--- src/rtl/spi_xcvr_pkg.sv ---
package spi_xcvr_pkg;
  typedef struct packed {
    logic load;
    logic loadZero;
    logic sample;
    logic shift;
    logic done;
  } xferStrobes_t;
endpackage

--- src/rtl/spi_xcvr_ctrl.sv ---
module spi_xcvr_ctrl
  import spi_xcvr_pkg::*;
#(
  parameter int DIV_W  = 8,
  parameter int WORD_W = 8
) (
  input  logic             clk,
  input  logic             rstN,
  input  logic             masterMode,
  input  logic [DIV_W-1:0] divHalf,
  input  logic             txEmpty,
  input  logic             sckIn,
  input  logic             ssNIn,
  output xferStrobes_t     stb,
  output logic             sckOut,
  output logic             busy
);
  localparam int CNT_W = DIV_W + 1;
  localparam int BIT_W = (WORD_W > 1) ? $clog2(WORD_W) : 1;
  localparam logic [BIT_W-1:0] LAST_BIT = BIT_W'(WORD_W - 1);

  typedef enum logic [1:0] {ST_IDLE, ST_SHIFT, ST_GAP} ctlState_t;

  ctlState_t        state;
  logic [CNT_W-1:0] phaseCnt;
  logic [BIT_W-1:0] bitCnt;
  logic             sckReg;
  logic [1:0]       ssSync, sckSync;
  logic             ssPrev, sckPrev;

  logic [DIV_W-1:0] halfLim;
  logic [CNT_W-1:0] halfEnd, gapEnd;
  logic             ssFall, ssActive, sckRise, sckFall;

  assign halfLim  = (divHalf == '0) ? '0 : divHalf - 1'b1;
  assign halfEnd  = CNT_W'(halfLim);
  assign gapEnd   = {halfLim, 1'b1};
  assign ssActive = ~ssSync[1];
  assign ssFall   = ssPrev & ~ssSync[1];
  assign sckRise  = ~sckPrev & sckSync[1];
  assign sckFall  = sckPrev & ~sckSync[1];

  always_comb begin
    stb = '0;
    if (masterMode) begin
      case (state)
        ST_IDLE:  if (!txEmpty) stb.load = 1'b1;
        ST_SHIFT: if (phaseCnt == halfEnd) begin
                    if (!sckReg) stb.sample = 1'b1;
                    else begin
                      stb.shift = 1'b1;
                      if (bitCnt == LAST_BIT) stb.done = 1'b1;
                    end
                  end
        ST_GAP:   if (phaseCnt == gapEnd) stb.load = 1'b1;
        default:  ;
      endcase
    end else begin
      if (ssFall) begin
        stb.load     = 1'b1;
        stb.loadZero = txEmpty;
      end else if (ssActive) begin
        if (sckRise) stb.sample = 1'b1;
        if (sckFall) begin
          stb.shift = 1'b1;
          if (bitCnt == LAST_BIT) stb.done = 1'b1;
        end
      end
    end
  end

  always_ff @(posedge clk or negedge rstN) begin
    if (!rstN) begin
      ssSync  <= 2'b11;
      ssPrev  <= 1'b1;
      sckSync <= 2'b00;
      sckPrev <= 1'b0;
    end else begin
      ssSync  <= {ssSync[0], ssNIn};
      ssPrev  <= ssSync[1];
      sckSync <= {sckSync[0], sckIn};
      sckPrev <= sckSync[1];
    end
  end

  always_ff @(posedge clk or negedge rstN) begin
    if (!rstN) begin
      state    <= ST_IDLE;
      phaseCnt <= '0;
      bitCnt   <= '0;
      sckReg   <= 1'b0;
    end else if (masterMode) begin
      case (state)
        ST_IDLE: if (stb.load) begin
          state    <= ST_SHIFT;
          phaseCnt <= '0;
          bitCnt   <= '0;
          sckReg   <= 1'b0;
        end
        ST_SHIFT: if (phaseCnt == halfEnd) begin
          phaseCnt <= '0;
          sckReg   <= ~sckReg;
          if (stb.done) begin
            bitCnt <= '0;
            state  <= txEmpty ? ST_IDLE : ST_GAP;
          end else if (stb.shift) begin
            bitCnt <= bitCnt + 1'b1;
          end
        end else begin
          phaseCnt <= phaseCnt + 1'b1;
        end
        ST_GAP: if (stb.load) begin
          state    <= ST_SHIFT;
          phaseCnt <= '0;
        end else begin
          phaseCnt <= phaseCnt + 1'b1;
        end
        default: state <= ST_IDLE;
      endcase
    end else begin
      state    <= ST_IDLE;
      phaseCnt <= '0;
      sckReg   <= 1'b0;
      if (ssFall || stb.done) bitCnt <= '0;
      else if (stb.shift)     bitCnt <= bitCnt + 1'b1;
    end
  end

  assign sckOut = sckReg;
  assign busy   = masterMode && (state != ST_IDLE);
endmodule

--- src/rtl/spi_xcvr_dp.sv ---
module spi_xcvr_dp
  import spi_xcvr_pkg::*;
#(
  parameter int WORD_W = 8
) (
  input  logic              clk,
  input  logic              rstN,
  input  xferStrobes_t      stb,
  input  logic              sdiIn,
  input  logic              wrTx,
  input  logic [WORD_W-1:0] wrData,
  input  logic              rdRx,
  output logic              txEmpty,
  output logic              rxFull,
  output logic              rxOvf,
  output logic [WORD_W-1:0] rxData,
  output logic              sdoBit
);
  logic [WORD_W-1:0] txBuf, shiftReg, rxBuf, shiftNext;
  logic              sampleBit;

  assign shiftNext = {shiftReg[WORD_W-2:0], sampleBit};

  always_ff @(posedge clk or negedge rstN) begin
    if (!rstN) begin
      txBuf     <= '0;
      txEmpty   <= 1'b1;
      shiftReg  <= '0;
      sampleBit <= 1'b0;
      rxBuf     <= '0;
      rxFull    <= 1'b0;
      rxOvf     <= 1'b0;
    end else begin
      if (wrTx && txEmpty) begin
        txBuf   <= wrData;
        txEmpty <= 1'b0;
      end else if (stb.load && !stb.loadZero) begin
        txEmpty <= 1'b1;
      end

      if (stb.load)       shiftReg <= stb.loadZero ? '0 : txBuf;
      else if (stb.shift) shiftReg <= shiftNext;

      if (stb.sample) sampleBit <= sdiIn;

      if (stb.done) begin
        rxBuf  <= shiftNext;
        rxFull <= 1'b1;
        rxOvf  <= rxFull && !rdRx;
      end else if (rdRx) begin
        rxFull <= 1'b0;
        rxOvf  <= 1'b0;
      end
    end
  end

  assign rxData = rxBuf;
  assign sdoBit = shiftReg[WORD_W-1];
endmodule

--- src/rtl/spi_xcvr.sv ---
module spi_xcvr
  import spi_xcvr_pkg::*;
#(
  parameter int DIV_W  = 8,
  parameter int WORD_W = 8,
  parameter int BUS_W  = 32
) (
  input  logic             clk,
  input  logic             rstN,
  input  logic             masterMode,
  input  logic [DIV_W-1:0] divHalf,
  input  logic             busSel,
  input  logic             busWr,
  input  logic             busRd,
  input  logic [1:0]       busAddr,
  input  logic [BUS_W-1:0] busWdata,
  output logic [BUS_W-1:0] busRdata,
  output logic             sckOut,
  output logic             sdoOut,
  input  logic             sdiIn,
  input  logic             sckIn,
  input  logic             ssNIn
);
  localparam logic [1:0] ADDR_RX   = 2'd0;
  localparam logic [1:0] ADDR_TX   = 2'd1;
  localparam logic [1:0] ADDR_STAT = 2'd2;

  xferStrobes_t      stb;
  logic              txEmpty, rxFull, rxOvf, busyFlag, wrTx, rdRx;
  logic [WORD_W-1:0] rxData;
  logic [BUS_W-1:0]  statWord;

  assign wrTx = busSel && busWr && (busAddr == ADDR_TX);
  assign rdRx = busSel && busRd && (busAddr == ADDR_RX);

  spi_xcvr_ctrl #(.DIV_W(DIV_W), .WORD_W(WORD_W)) u_ctrl (
    .clk(clk), .rstN(rstN), .masterMode(masterMode), .divHalf(divHalf),
    .txEmpty(txEmpty), .sckIn(sckIn), .ssNIn(ssNIn),
    .stb(stb), .sckOut(sckOut), .busy(busyFlag)
  );

  spi_xcvr_dp #(.WORD_W(WORD_W)) u_dp (
    .clk(clk), .rstN(rstN), .stb(stb), .sdiIn(sdiIn),
    .wrTx(wrTx), .wrData(busWdata[WORD_W-1:0]), .rdRx(rdRx),
    .txEmpty(txEmpty), .rxFull(rxFull), .rxOvf(rxOvf),
    .rxData(rxData), .sdoBit(sdoOut)
  );

  always_comb begin
    statWord    = '0;
    statWord[6] = busyFlag;
    statWord[4] = txEmpty;
    statWord[3] = rxOvf;
    statWord[2] = rxFull;
  end

  always_comb begin
    busRdata = '0;
    if (busSel && busRd) begin
      case (busAddr)
        ADDR_RX:   busRdata = BUS_W'(rxData);
        ADDR_STAT: busRdata = statWord;
        default:   busRdata = '0;
      endcase
    end
  end
endmodule

--- config.mk ---
export PLATFORM = sky130hd
export DESIGN_NAME = spi_xcvr
export DESIGN_NICKNAME = d
export VERILOG_FILES = /design/src/rtl/spi_xcvr_pkg.sv /design/src/rtl/spi_xcvr_ctrl.sv /design/src/rtl/spi_xcvr_dp.sv /design/src/rtl/spi_xcvr.sv
export SDC_FILE = /design/constraint.sdc
export NUM_CORES = 1
export LEC_CHECK = 0
export BUFFER_PORTS_ARGS = -buffer_cell sky130_fd_sc_hd__buf_2
export CORE_ASPECT_RATIO = 1.75
export CORE_MARGIN = 2
export CORE_UTILIZATION = 40
export DETAILED_ROUTE_END_ITERATION = 16
export GPL_TIMING_DRIVEN = 0
export PLACE_DENSITY_LB_ADDON = 0.05
export SLEW_MARGIN = 20
export SYNTH_ARGS = -nofsm -noshare
export SYNTH_HDL_FRONTEND = slang
export SYNTH_SLANG_ARGS = --single-unit
--- constraint.sdc ---
create_clock -name clk -period 6.9 [get_ports clk]
set_input_delay 2.07 -clock clk [delete_from_list [all_inputs] [get_ports clk]]
set_output_delay 2.07 -clock clk [all_outputs]
set_load 0.01 [all_outputs]
==> flow_summary.yaml <==
run_status:
  outcome: "finished, final reports clean"
synth:
  syn_inst: 368
  yosysSeqAreaShare_pct: 36.66
  yosys_register_bits: 49
  netlist-cell-type-count: 64
  synth-edff-count: 0
  yosys_warnings: 0
  synthArstFlopShare_pct: 100.0
  avgSynthCellArea_um2: 9.126
  syn-cell-area_mm2: 0.003358
  synth_top_flop_cell: "dfrtp_1"
die:
  core_area_mm2: 0.008203
  placementRows: 44
  die_area_mm2: 0.009174
  io_pins: 85
  chipHeight_um: 125.2
  start_util_pct: 40.94
  fp.dieW_um: 73.27
global_routing:
  grt_start_max_net_pins: 50
  grtUsageTotal_pct: 18.51
  grt_pass1_vias: 2737
  grt_first_pass_wirelength_um: 13080
  grt_antenna_before_repair: 0
  grt.overflow.total: 0
power_and_ir_drop:
  power.leakage_nw: 1.790
  peakVddDrop_mv: 0.1593
  power_density_mw_per_mm2: 212.9
clocking:
  clock-root-buffer: "clkbuf_16"
  cts_tree: "built"
  clk_pin_slew_ns: 0.06
  htreeDepth: 2
  cts_sinks: 49
  post_cts_buffers: 0
  postCtsHoldBufs: 0
  insertion_delay_ns: 0.30
  cts.path.max_buffers: 2
  cts-resized-gates: 0
  cts_buffers: 5
critical_path:
  critical_path_arrival_ns: 3.17
  crit_type: "in2out"
  critPathMaxFanout: 10
  crit_required_ns: 4.83
  worst_setup_path_end_kind: "output pin"
  worstSetupStartpointType: "input port"
drt:
  m1WireLength_um: 2910
  wl_met3_um: 240
  drc: 0
  routed_wl_um: 8100
  drt-pass1-iter-count: 5
  via_per_inst: 5.497
  wire_per_inst_um: 15.55
  drtIter0Drc: 120
  vias: 2864
  wl_met2_um: 4619
  topRoutingLayerUsed: "met4"
  postRouteAntennaNets: 0
sta:
  drv_slew: 0
  post-route-period-util_pct: 76.01
  fmaxAchievable_mhz: 190.7
  tightest_slew_ns: 0.9636
  rsz0062_at_grt: "false"
  period_needed_ns: 5.245
  maxSlewHeadroom_pct: 35.17
  setup_tns_ns: 0
  setup_slack_ns: 1.655
  fin_worst_hold_slack_ns: 0.3509
  skew_ns: 0.008326
  setup_viol: 0
  finalHoldViolCount: 0
placed_design:
  portBuffers: 30
  place_hpwl_um: 6304
  dpl.cell_count: 513
  place_congestion: 0.8544
  post-place-ws_ns: 1.464
finish:
  syn2layout_area_growth_pct: 15.57
  final_cell_count_no_fill: 521
  drive_above_1_share_pct: 21.21
  final_util_pct: 47.32
  finalNetCount: 487
  fillers: 814
  regArea_mm2: 0.001231
  multi_input_area_mm2: 0.001916
  diodes: 0
hold_path:
  hp-class: "reg2reg"
run:
  drv_cap: 0
state kept, by name (all words and copies together), names as in the netlist:
signal	count
u_ctrl.bitCnt	3
u_dp.sampleBit	1
u_dp.shiftReg	8
u_ctrl.phaseCnt	9
u_dp.txEmpty	1
u_ctrl.ssPrev	1
u_dp.rxOvf	1
u_ctrl.sckOut	1
u_ctrl.sckPrev	1
u_dp.rxFull	1
u_dp.rxData	8
u_ctrl.state	2
u_dp.txBuf	8
u_ctrl.sckSync	2
u_ctrl.ssSync	2
cell type report:
cell class                 instances  area share (%)
multi-input combinational        288           49.36
sequential                        49           31.72
buffer                            45           6.802
timing repair buffer              30           3.933
clock buffer                       5           3.224
tap                               92           2.966
clock inverter                     3           1.128
inverter                           9          0.8704
Yosys cell counts (all sizes together), types with 5 or more instances:
cell,count,area share [%]
dfrtp,45,34
nand2,27,3.1
nor3,13,1.9
and2,9,1.7
inv,9,1.0
and3,9,1.7
o21ai,25,3.8
or3,7,1.3
mux2i,21,6.3
ha,8,3.0
a22o,5,1.3
nand4,6,1.1
buf,27,5.8
nand3,12,1.9
a21oi,10,1.5
nor2,25,2.8
nor2b,6,1.1
clkbuf,18,2.0
mux2,18,6.0
per-layer routing:
layer,up-vias,GRT usage (%)
met1,1358,18.28
met4,0,10.24
met3,23,2.498
met2,71,34.98
met5,-,0
li1,1412,-
kinds of logic (layout without fill, tap and decap cells):
family | count (synthesis) | in the layout | share of synthesized area (%)
and+or+nand+nor | 130 | 130 | 20.16
AOI/OAI and AO/OA | 83 | 83 | 17.88
buffers and inverters | 54 | 92 | 8.867
DFF | 49 | 49 | 36.66
muxes | 39 | 39 | 12.29
adders and majority gates | 8 | 8 | 2.981
xor gates and xnor gates | 4 | 4 | 1.043
other | 1 | 24 | 0.1117
report_power, final:
part	internal (W)	switching (W)
combinational	0.0000821	0.000100
sequential	0.000334	0.0000304
clock	0.000172	0.000108
total	0.000587	0.000239
cell usage in the layout (no fill, tap or decap), drive strengths merged, types with 3 or more instances in the layout:
master,netlist,final
a211oi,4,4
a21boi,3,3
a21o,3,3
a21oi,10,10
a22o,5,5
a31oi,3,3
and2,9,9
and3,9,9
buf,27,57
clkbuf,18,23
conb,1,24
dfrtp,45,45
dfstp,4,4
ha,8,8
inv,9,10
mux2,18,18
mux2i,21,21
nand2,27,27
nand2b,3,3
nand3,12,12
nand3b,3,3
nand4,6,6
nor2,25,25
nor2b,6,6
nor3,13,13
o21a,3,3
o21ai,25,25
o31ai,4,4
or3,7,7
xnor2,3,3
critical path, stage by stage:
cell and delay [ns]:
clkbuf_1 0.28, clkbuf_1 0.38, nand3b_1 0.12, a21oi_1 0.15
buf_2 0.16
final timing paths:
check / from / to / slack (ns) / depth (start not counted)
max in group asynchronous: rstN / u_ctrl.phaseCnt[3]$_DFFE_PN0P_ / 4.68 / 1
max: masterMode / busRdata[6] / 1.66 / 5
max reg2reg: u_ctrl.phaseCnt[7]$_DFFE_PN0P_ / u_ctrl.phaseCnt[0]$_DFFE_PN0P_ / 3.86 / 9
min reg2reg: u_ctrl.sckSync[0]$_DFF_PN0_ / u_ctrl.sckSync[1]$_DFF_PN0_ / 0.35 / 0
min in group asynchronous: rstN / u_ctrl.sckOut$_DFFE_PN0P_ / 1.78 / 1
min: u_ctrl.sckSync[0]$_DFF_PN0_ / u_ctrl.sckSync[1]$_DFF_PN0_ / 0.35 / 0
stage by stage:
| step | power (W) | cell area (µm²) |
|---|---|---|
| after detailed placement | 0.0005552 | 3712 |
| after global routing | 0.0008741 | 3881 |
| after global placement | 0.0005514 | 3710 |
| final | 0.0008262 | 3881 |
| after CTS | 0.0008423 | 3881 |
| after floorplan | 0.0004982 | 3445 |
Power figures use the tool's default switching activity.
